[config.mk]
export PLATFORM = sky130hd
export DESIGN_NAME = drive_led_serializer
export DESIGN_NICKNAME = d
export VERILOG_FILES = /design/src/rtl/ledser_pkg.sv /design/src/rtl/ledser_data.sv /design/src/rtl/ledser_ctrl.sv /design/src/rtl/drive_led_serializer.sv
export SDC_FILE = /design/constraint.sdc
export NUM_CORES = 1
export LEC_CHECK = 0
export BUFFER_PORTS_ARGS = -buffer_cell sky130_fd_sc_hd__buf_2
export CAP_MARGIN = 20
export CORE_MARGIN = 2
export CORE_UTILIZATION = 44
export CTS_BUF_LIST = sky130_fd_sc_hd__clkbuf_8
export CTS_CLUSTER_SIZE = 40
export DETAILED_ROUTE_END_ITERATION = 8
export GPL_TIMING_DRIVEN = 1
export MAX_ROUTING_LAYER = met4
export PLACE_DENSITY = 0.68
export SYNTH_ARGS = -nofsm -noshare
export SYNTH_HDL_FRONTEND = slang
export SYNTH_SLANG_ARGS = --single-unit
[constraint.sdc]
create_clock -name clk -period 2.8 [get_ports clk]
set_input_delay 0.28 -clock clk [delete_from_list [all_inputs] [get_ports clk]]
set_output_delay 0.28 -clock clk [all_outputs]
set_load 0.01 [all_outputs]
[src/rtl/ledser_pkg.sv]
package ledser_pkg;
  typedef enum logic [2:0] {PH_IDLE, PH_PRE, PH_LOAD, PH_DATA, PH_POST} phase_e;

  // strobes from control to datapath
  typedef struct packed {
    logic snap;     // copy pattern into shifter
    logic clkHi;    // start a serial cycle
    logic clkLo;    // second half of a serial cycle
    logic loadLvl;  // load level for the cycle being started
    logic nextBit;  // present next data bit
    logic done;     // frame finished
  } strobe_t;
endpackage

[src/rtl/ledser_data.sv]
module ledser_data
  import ledser_pkg::*;
#(
  parameter int MAX_PORTS = 8
) (
  input  logic                           clk,
  input  logic                           rstN,
  input  logic                           updValid,
  input  logic [$clog2(MAX_PORTS)-1:0]   updPort,
  input  logic [2:0]                     updBits,
  input  logic [MAX_PORTS*$clog2(MAX_PORTS)-1:0] slotMap,
  input  strobe_t                        stb,
  output logic                           sClk,
  output logic                           sLoad,
  output logic                           sData
);
  localparam int SLOT_W = $clog2(MAX_PORTS);
  localparam int PAT_W  = 3 * MAX_PORTS;

  logic [PAT_W-1:0]  pattern;
  logic [PAT_W-1:0]  shifter;
  logic [SLOT_W-1:0] updSlot;

  always_comb begin
    updSlot = '0;
    for (int p = 0; p < MAX_PORTS; p++)
      if (updPort == SLOT_W'(p)) updSlot = slotMap[p*SLOT_W +: SLOT_W];
  end

  for (genvar s = 0; s < MAX_PORTS; s++) begin : g_slot
    always_ff @(posedge clk) begin
      if (!rstN) pattern[3*s +: 3] <= '0;
      else if (updValid && updSlot == SLOT_W'(s)) pattern[3*s +: 3] <= updBits;
    end
  end

  always_ff @(posedge clk) begin
    if (!rstN) begin
      shifter <= '0;
      sClk    <= 1'b1;
      sLoad   <= 1'b1;
      sData   <= 1'b1;
    end else begin
      if (stb.snap) shifter <= pattern;
      else if (stb.nextBit) shifter <= shifter >> 1;
      if (stb.nextBit) sData <= shifter[0];
      if (stb.clkHi) begin
        sClk  <= 1'b1;
        sLoad <= stb.loadLvl;
      end else if (stb.clkLo) sClk <= 1'b0;
      if (stb.done) sLoad <= 1'b0;
    end
  end


  data_on_low_chk: assert property (@(posedge clk) disable iff (!rstN)
    !$stable(sData) |-> !sClk);
endmodule

[src/rtl/ledser_ctrl.sv]
module ledser_ctrl
  import ledser_pkg::*;
#(
  parameter int MAX_PORTS = 8,
  parameter int HALF_CYC  = 10000,
  parameter int CNT_W     = 8
) (
  input  logic                         clk,
  input  logic                         rstN,
  input  logic                         updValid,
  input  logic [$clog2(MAX_PORTS):0]   activePorts,
  input  logic [CNT_W-1:0]             preClocks,
  input  logic [CNT_W-1:0]             postClocks,
  output strobe_t                      stb,
  output logic                         busy
);
  localparam int AP_W   = $clog2(MAX_PORTS) + 1;
  localparam int BIT_W  = $clog2(3 * MAX_PORTS + 1);
  localparam int CYC_W  = (CNT_W > BIT_W) ? CNT_W : BIT_W;
  localparam int TICK_W = (HALF_CYC > 1) ? $clog2(HALF_CYC) : 1;

  phase_e            phase, advPhase, startPhase, newPhase;
  logic [CYC_W-1:0]  cycLeft, advCnt, startCnt, nBits, nBitsR;
  logic [CNT_W-1:0]  postR;
  logic [TICK_W-1:0] tick;
  logic [AP_W-1:0]   clampPorts;
  logic hiHalf, pending, startNow, tickEnd, cycEnd, lastCyc;

  assign clampPorts = (activePorts > AP_W'(MAX_PORTS)) ? AP_W'(MAX_PORTS) : activePorts;
  assign nBits      = CYC_W'(clampPorts) * CYC_W'(3);
  assign startNow   = (phase == PH_IDLE) && pending;
  assign tickEnd    = (tick == TICK_W'(HALF_CYC - 1));
  assign cycEnd     = (phase != PH_IDLE) && tickEnd && !hiHalf;
  assign lastCyc    = (cycLeft == CYC_W'(1));
  assign busy       = (phase != PH_IDLE);

  always_comb begin
    advPhase = PH_IDLE;
    advCnt   = '0;
    case (phase)
      PH_PRE: begin advPhase = PH_LOAD; advCnt = CYC_W'(1); end
      PH_LOAD:
        if (nBitsR != '0) begin advPhase = PH_DATA; advCnt = nBitsR; end
        else if (postR != '0) begin advPhase = PH_POST; advCnt = CYC_W'(postR); end
      PH_DATA:
        if (postR != '0) begin advPhase = PH_POST; advCnt = CYC_W'(postR); end
      default: ;
    endcase
    if (preClocks != '0) begin startPhase = PH_PRE; startCnt = CYC_W'(preClocks); end
    else begin startPhase = PH_LOAD; startCnt = CYC_W'(1); end
  end

  always_comb begin
    newPhase    = startNow ? startPhase : (lastCyc ? advPhase : phase);
    stb         = '0;
    stb.snap    = startNow;
    stb.clkHi   = startNow || (cycEnd && (!lastCyc || advPhase != PH_IDLE));
    stb.clkLo   = (phase != PH_IDLE) && tickEnd && hiHalf;
    stb.loadLvl = (newPhase == PH_LOAD);
    stb.done    = cycEnd && lastCyc && (advPhase == PH_IDLE);
    stb.nextBit = stb.clkLo && (((phase == PH_LOAD) && (nBitsR != '0)) ||
                                ((phase == PH_DATA) && !lastCyc));
  end

  always_ff @(posedge clk) begin
    if (!rstN) begin
      phase   <= PH_IDLE;
      cycLeft <= '0;
      nBitsR  <= '0;
      postR   <= '0;
      tick    <= '0;
      hiHalf  <= 1'b0;
      pending <= 1'b0;
    end else begin
      pending <= updValid || (pending && !startNow);
      if (startNow) begin
        phase   <= startPhase;
        cycLeft <= startCnt;
        nBitsR  <= nBits;
        postR   <= postClocks;
        tick    <= '0;
        hiHalf  <= 1'b1;
      end else if (phase != PH_IDLE) begin
        if (tickEnd) begin
          tick <= '0;
          if (hiHalf) hiHalf <= 1'b0;
          else if (!lastCyc) begin
            cycLeft <= cycLeft - CYC_W'(1);
            hiHalf  <= 1'b1;
          end else begin
            phase   <= advPhase;
            cycLeft <= advCnt;
            hiHalf  <= 1'b1;
          end
        end else tick <= tick + TICK_W'(1);
      end
    end
  end


  frame_follows_chk: assert property (@(posedge clk) disable iff (!rstN)
    (phase == PH_IDLE && pending) |=> (phase != PH_IDLE));
endmodule

[src/rtl/drive_led_serializer.sv]
module drive_led_serializer
  import ledser_pkg::*;
#(
  parameter int MAX_PORTS = 8,
  parameter int CLK_HZ    = 200_000_000,
  parameter int HALF_US   = 50,
  parameter int CNT_W     = 8
) (
  input  logic                                   clk,
  input  logic                                   rstN,
  input  logic                                   updValid,
  input  logic [$clog2(MAX_PORTS)-1:0]           updPort,
  input  logic [2:0]                             updBits,
  input  logic [$clog2(MAX_PORTS):0]             activePorts,
  input  logic [CNT_W-1:0]                       preClocks,
  input  logic [CNT_W-1:0]                       postClocks,
  input  logic [MAX_PORTS*$clog2(MAX_PORTS)-1:0] slotMap,
  output logic                                   sClk,
  output logic                                   sLoad,
  output logic                                   sData,
  output logic                                   busy
);
  localparam int HALF_RAW = (CLK_HZ / 1000) * HALF_US / 1000;
  localparam int HALF_CYC = (HALF_RAW < 1) ? 1 : HALF_RAW;

  strobe_t stb;

  ledser_ctrl #(.MAX_PORTS(MAX_PORTS), .HALF_CYC(HALF_CYC), .CNT_W(CNT_W)) ctrl_i (
    .clk(clk), .rstN(rstN), .updValid(updValid), .activePorts(activePorts),
    .preClocks(preClocks), .postClocks(postClocks), .stb(stb), .busy(busy));

  ledser_data #(.MAX_PORTS(MAX_PORTS)) data_i (
    .clk(clk), .rstN(rstN), .updValid(updValid), .updPort(updPort),
    .updBits(updBits), .slotMap(slotMap), .stb(stb),
    .sClk(sClk), .sLoad(sLoad), .sData(sData));


  busy_starts_high_chk: assert property (@(posedge clk) disable iff (!rstN)
    $rose(busy) |-> sClk);

  rest_low_chk: assert property (@(posedge clk) disable iff (!rstN)
    $fell(busy) |-> (!sClk && !sLoad));

  fall_in_frame_chk: assert property (@(posedge clk) disable iff (!rstN)
    $fell(sClk) |-> busy);
endmodule

==> Word level (Yosys, flattened, before mapping) <==
Index checks and enable logic that the tools add are counted.
{ "classes": {"magnitude_cmp": 1, "n_eq_ne": 21, "n_mul": 1, "n_mux": 37, "add_sub_neg": 2, "bitwise": 1, "reduce_logical": 43} }
{ "ops": {"columns": ["cell", "n"], "rows": [
  ["$mux W8", 8],
  ["$mux W24", 2],
  ["$mux W3", 16],
  ["$eq A3 B3 Y1 const B", 8],
  ["$pmux W8 S3", 1],
  ["$reduce_bool A8 Y1", 3],
  ["$eq A3 B2 Y1 const B", 7],
  ["$logic_and A1 B1 Y1", 19],
  ["$add A14 B1 Y14 const B", 1],
  ["$eq A14 B14 Y1 const B", 1],
  ["$mux W14", 1],
  ["$logic_not A3 Y1", 4],
  ["$eq A3 B1 Y1 const B", 3],
  ["$pmux W3 S3", 1],
  ["$eq A8 B1 Y1 const B", 1],
  ["$reduce_bool A2 Y1", 4],
  ["$sub A8 B1 Y8 const B", 1],
  ["$mul A4 B2 Y6 const B", 1],
  ["$mux W1", 6],
  ["$reduce_bool A3 Y1", 2],
  ["$gt A4 B4 Y1 const B", 1],
  ["$logic_or A1 B1 Y1", 4],
  ["$mux W4", 1],
  ["$reduce_or A2 Y1", 2],
  ["other kinds (6)", 8]
]} }
{ "word_totals": {"word_cells": 125, "regBits": 92, "output_inout_bits": 4, "inputBits": 53} }

==> Logic depth before layout (Yosys ltp) <==
{ "depth": {"ltp_word": 11, "mapped_depth": 10, "ltp_nobuf": 8} }

==> By module <==
Synthesis repeated with hierarchy kept, for this count alone.
{ "hier_totals": {"hier_cells": 563, "area_unflattened_um2": 5062.4} }
{ "by_module_without_submodules": {"columns": ["mod", "area_each_um2", "cells_each", "n_inst", "seq_area_each_um2"], "rows": [
  ["ledser_data", 2578.7, 268, 1, 1021.0],
  ["ledser_ctrl", 2483.6, 295, 1, 820.8]
]} }

==> Worst setup path before layout <==
Ideal clock, no wire load.
{ "synth_timing": {"path_kind": "register to register", "from": "reg ctrl_i.tick[4]", "to": "reg data_i.shifter[10]", "n_path_buf": 2, "arrival_ns": 1.965, "path_stages_with_launch": 9, "setup_ns": 0.133, "setup_slack_ns": 0.702, "required_time_ns": 2.667, "synth_period_minus_slack_ns": 2.098, "cell_sequence": "dfxtp_1 > or4_4 > nor3_2 > nand2_2 > or3_1 > buf_6 > buf_12 > mux2i_1 > a21oi_1"} }
{ "synth_via": {"elab_chain_cells": 5} }
{ "synth_rtl": {"columns": ["element", "line", "text"], "rows": [
  ["start, declared", "ledser_ctrl.sv:25", "logic [TICK_W-1:0] tick;"],
  ["start signal, assigned", "ledser_ctrl.sv:95", "end else tick <= tick + TICK_W'(1);"],
  ["$eq A14 B14 Y1", "ledser_ctrl.sv:32", "assign tickEnd = (tick == TICK_W'(HALF_CYC - 1));"],
  ["$logic_and A1 B1 Y1 (2 in a row)", "ledser_ctrl.sv:58", "stb.clkLo = (phase != PH_IDLE) && tickEnd && hiHalf;"],
  ["$logic_and A1 B1 Y1", "ledser_ctrl.sv:61", "stb.nextBit = stb.clkLo && (((phase == PH_LOAD) && (nBitsR != '0)) ||"],
  ["$reduce_bool A2 Y1 (no source line)", null, null],
  ["end signal, assigned", "ledser_data.sv:44", "if (stb.snap) shifter <= pattern;"],
  ["end signal, assigned", "ledser_data.sv:45", "else if (stb.nextBit) shifter <= shifter >> 1;"],
  ["end, declared", "ledser_data.sv:21", "logic [PAT_W-1:0] shifter;"]
]} }
Every way passes these cells.
A chain may end at the register's enable or synchronous reset.

==> Worst setup path in the final report <==
{ "layout_timing": {"from": "reg ctrl_i.phase[0]", "to": "reg ctrl_i.tick[8]"} }
{ "layout_via": {"elab_chain_cells": 3, "elab_cells_between_ends": 4, "classes_between": "4 x reduce/logical"} }
{ "layout_rtl": {"columns": ["element", "line", "text"], "rows": [
  ["start, declared", "ledser_ctrl.sv:22", "phase_e phase, advPhase, startPhase, newPhase;"],
  ["start signal, assigned", "ledser_ctrl.sv:77", "phase <= startPhase;"],
  ["start signal, assigned", "ledser_ctrl.sv:91", "phase <= advPhase;"],
  ["$logic_not A3 Y1", "ledser_ctrl.sv:31", "assign startNow = (phase == PH_IDLE) && pending;"],
  ["$logic_and A1 B1 Y1", "ledser_ctrl.sv:31", null],
  ["$reduce_or A2 Y1 (no source line)", null, null]
]} }
Several ways; a longest one is shown, not always the timed one.

==> metrics.csv <==
metric,value,unit
run status,finished clean,
Peak Freq,0.4300,GHz
Core Rows,37,
syn_area_per_cell,8.744,um2
Starting DRT DRC Count,207,
"Seq/Total Area, Yosys",0.4020,
GPL Wtd Cong,0.9273,
wire per inst,13.76,um
CP max stage cell,or2_2,
min-delay worst type,in2reg,
post-synth cell types,49,
Yosys top cell by area,dfxtp_1,
Worst R2R Path Depth,4,
grt ovf,0,
critical path's top delay family,simple AND/OR/NAND/NOR gates,
Clock Latency Late Sink,0.36,ns
number of enable flip-flop cells after synthesis,0,
CP max stage delay,0.55,ns
sinks on the clock net,92,
CP Capture Type,flop,
Vias,3756,
Seq cells post-synth,92,
RSZ-0062 raised after global routing,no,
HP Start,postClocks[6],
vias in the first global route,3611,
Horiz. Die Dim,106.0,um
Post-Syn Nets,583,
placed cell area,4940,um2
Crit Reg-Reg Startpoint,ctrl_i.phase[0],
TritonCTS clock tree,yes,
largest net degree at the start of global routing,48,
CP arrival,2.60,ns
hold buffer count at cts,0,
PortBufs,56,
cell area after layout,5147,um2
share of post-route cells with drive strength above 1,0.1643,
setup TNS,0,ns
flop2flop setup slack,0.47,ns
post-synth top area share,0.4020,
CP Buf/Inv Count,0,
hold path depth,3,
drt drc,0,
Tcrit/Tclk final,0.8306,
Post-Syn Instances,524,
P&R area growth vs syn,12.34,%
DR pass1 iterations,4,
FILL cells,989,
PwrDens,557.3,nW/um2
DRT antenna net count,0,
H-tree levels,3,
Post-DP HPWL,6.929,mm
crit path time final,2.326,ns
Yosys warnings,0,
Synth area leaders,"dfxtp_1, mux2i_1, nand2_1, a21oi_1, o21ai_0",
FF-to-FF End,ctrl_i.tick[8],
post-cts resize count,0,
crit path max fanout,27,
skew final,0.01556,ns
Max IR drop VDD,0.2295,mV
Hold Fails Final Rpt,0,
total power,0.002869,W
Post-synth top flop,dfxtp_1,
Max-cap violations,0,
endpoints failing setup,0,
Core Region,10230,um2
Slew Limit Fails,0,
Hold EP,ctrl_i.postR[6],
cts bufs inserted,9,
Clock Tree Root,clkbuf_8,
leakage,2.212,nW
CP Class,reg2reg,
critical path required time,3.08,ns
Startpoint Class,flop,
CP startpoint,ctrl_i.phase[0],
Clock Path Buffers,2,
DIE AREA,11250,um2
Rel. slew slack,0.5195,
vias per inst,5.305,
crit-path cells,"or3_1, or2_2, nand3_1, a21oi_1",
# IOs,57,
Setup Buffers After CTS,0,
first-pass GRT wire length,16.66,mm
total routed wirelength,9.742,mm
Die Ht,106.0,um
ant diodes,0,
initial antenna violation count,0,
number of nets in the layout,626,
Synth Cell Area,4582,um2
Tot GR Track Use,0.1867,
worst-margin pin slew,0.7207,ns
"Reg clk slew, reported paths",0.10,ns
async set or reset register ratio after synthesis,0,
Starting Density,0.4478,
==> through the flow <==
| step | setup slack, ns | util | hold slack [ns] | instances |
|---|---|---|---|---|
| after floorplan | 0.7020 | - | 0.4185 | 524 |
| after global placement | 0.4781 | 0.4828 | 0.4405 | 692 |
| after detailed placement | 0.4656 | 0.4828 | 0.4471 | 692 |
| after CTS | 0.4693 | 0.5031 | 0.1456 | 708 |
| after global routing | 0.2449 | 0.5031 | 0.1589 | 708 |
| final | 0.4744 | 0.5031 | 0.1603 | 708 |
==> power breakdown <==
part           leakage (nW)  switching, W  internal (W)
Combinational          1.36      0.000269      0.000226
Sequential            0.749     0.0000601       0.00138
Clock                 0.101      0.000487      0.000445
==> cell usage after synthesis, types with 2 or more instances <==
cell type,instances
buf_12,2
nand3_1,8
and2_1,4
o21ai_0,33
and3_1,2
nor3b_1,4
o31ai_1,2
nor2_1,23
mux2i_1,60
nor4_1,10
inv_1,12
clkbuf_1,20
dfxtp_1,92
a211o_1,4
o31a_1,2
mux2_2,3
ha_1,5
or3_1,6
a2bb2oi_1,3
a21boi_0,19
xor2_1,7
o22ai_1,4
mux4_2,2
nand2b_1,6
o211ai_1,8
nor2b_1,9
nand2_1,79
a21oi_1,43
xnor2_1,6
buf_2,10
nor3_1,6
nand3b_1,5
or2_2,2
o221ai_1,2
a211oi_1,5
o211a_1,3
==> cell type report <==
class                      count  area [um2]  area share
multi-input combinational    386        2515      0.4886
sequential                    92        1842      0.3578
timing repair buffer          66       367.9     0.07146
tap                          136       170.2     0.03306
clock buffer                  10       137.6     0.02674
clock inverter                 6       70.07     0.01361
inverter                      12       45.04    0.008751
==> flip-flops by register name, summed over array words and instances, names as in the netlist <==
signal and cells:
data_i.sLoad 1, ctrl_i.cycLeft 8, data_i.sData 1, data_i.sClk 1
ctrl_i.nBitsR 6, data_i.shifter 24, ctrl_i.phase 3, ctrl_i.pending 1
ctrl_i.tick 14, ctrl_i.hiHalf 1, data_i.pattern 24, ctrl_i.postR 8
==> routing by layer <==
| metal | vias up | global-route usage | share of wire |
|---|---|---|---|
| li1 | 1946 | - | - |
| met1 | 1722 | 0.2548 | 0.50 |
| met2 | 80 | 0.2885 | 0.44 |
| met3 | 8 | 0.02759 | 0.040 |
| met4 | 0 | 0.05639 | 0.012 |
| met5 | - | - | 0 |
==> worst register-to-register path, cell delays in order, from the launching register on <==
cell	delay [ns]
dfxtp_1	0.51
or3_1	0.38
or2_2	0.55
nand3_1	0.55
a21oi_1	0.27
==> cell families (layout without fill, tap and decap cells) <==
group / count (synthesis) / count (layout) / synth area share
buf+inv: 46 / 94 / 0.04915
fa+ha+maj: 6 / 6 / 0.01802
flops: 92 / 92 / 0.4020
mux: 65 / 65 / 0.1483
simple gates: 169 / 169 / 0.1761
compound gates: 133 / 133 / 0.1816
xor+xnor: 13 / 13 / 0.02485
==> how the worst max path moves through the flow <==
stage | endpoint | slack [ns] | cells after the start
after CTS | ctrl_i.tick[10] | 0.47 | 4
after global routing | ctrl_i.tick[8] | 0.24 | 4
final | ctrl_i.tick[8] | 0.47 | 4
after detailed placement | data_i.pattern[10] | 0.47 | 6
after floorplan | data_i.shifter[10] | 0.70 | 8
after global placement | ctrl_i.phase[0] | 0.48 | 5
==> cells in the final DEF, fill, tap and decap left out, types with 3 or more instances in the layout <==
cell type / n
and2_1: 4
nor4_1: 10
o211ai_1: 8
clkbuf_8: 10
a21oi_1: 43
nand3b_1: 5
ha_1: 5
a21boi_0: 19
buf_4: 9
xnor2_1: 6
buf_2: 56
nor3b_1: 4
nor2_1: 23
nand3_1: 8
inv_1: 12
a211oi_1: 5
o211a_1: 3
o22ai_1: 4
nand2b_1: 6
mux2i_1: 60
o21ai_0: 33
or3_1: 6
nor2b_1: 9
nand2_1: 79
nor3_1: 6
mux2_2: 3
a2bb2oi_1: 3
a211o_1: 4
xor2_1: 7
dfxtp_1: 92
(Power assumes the default switching activity.)
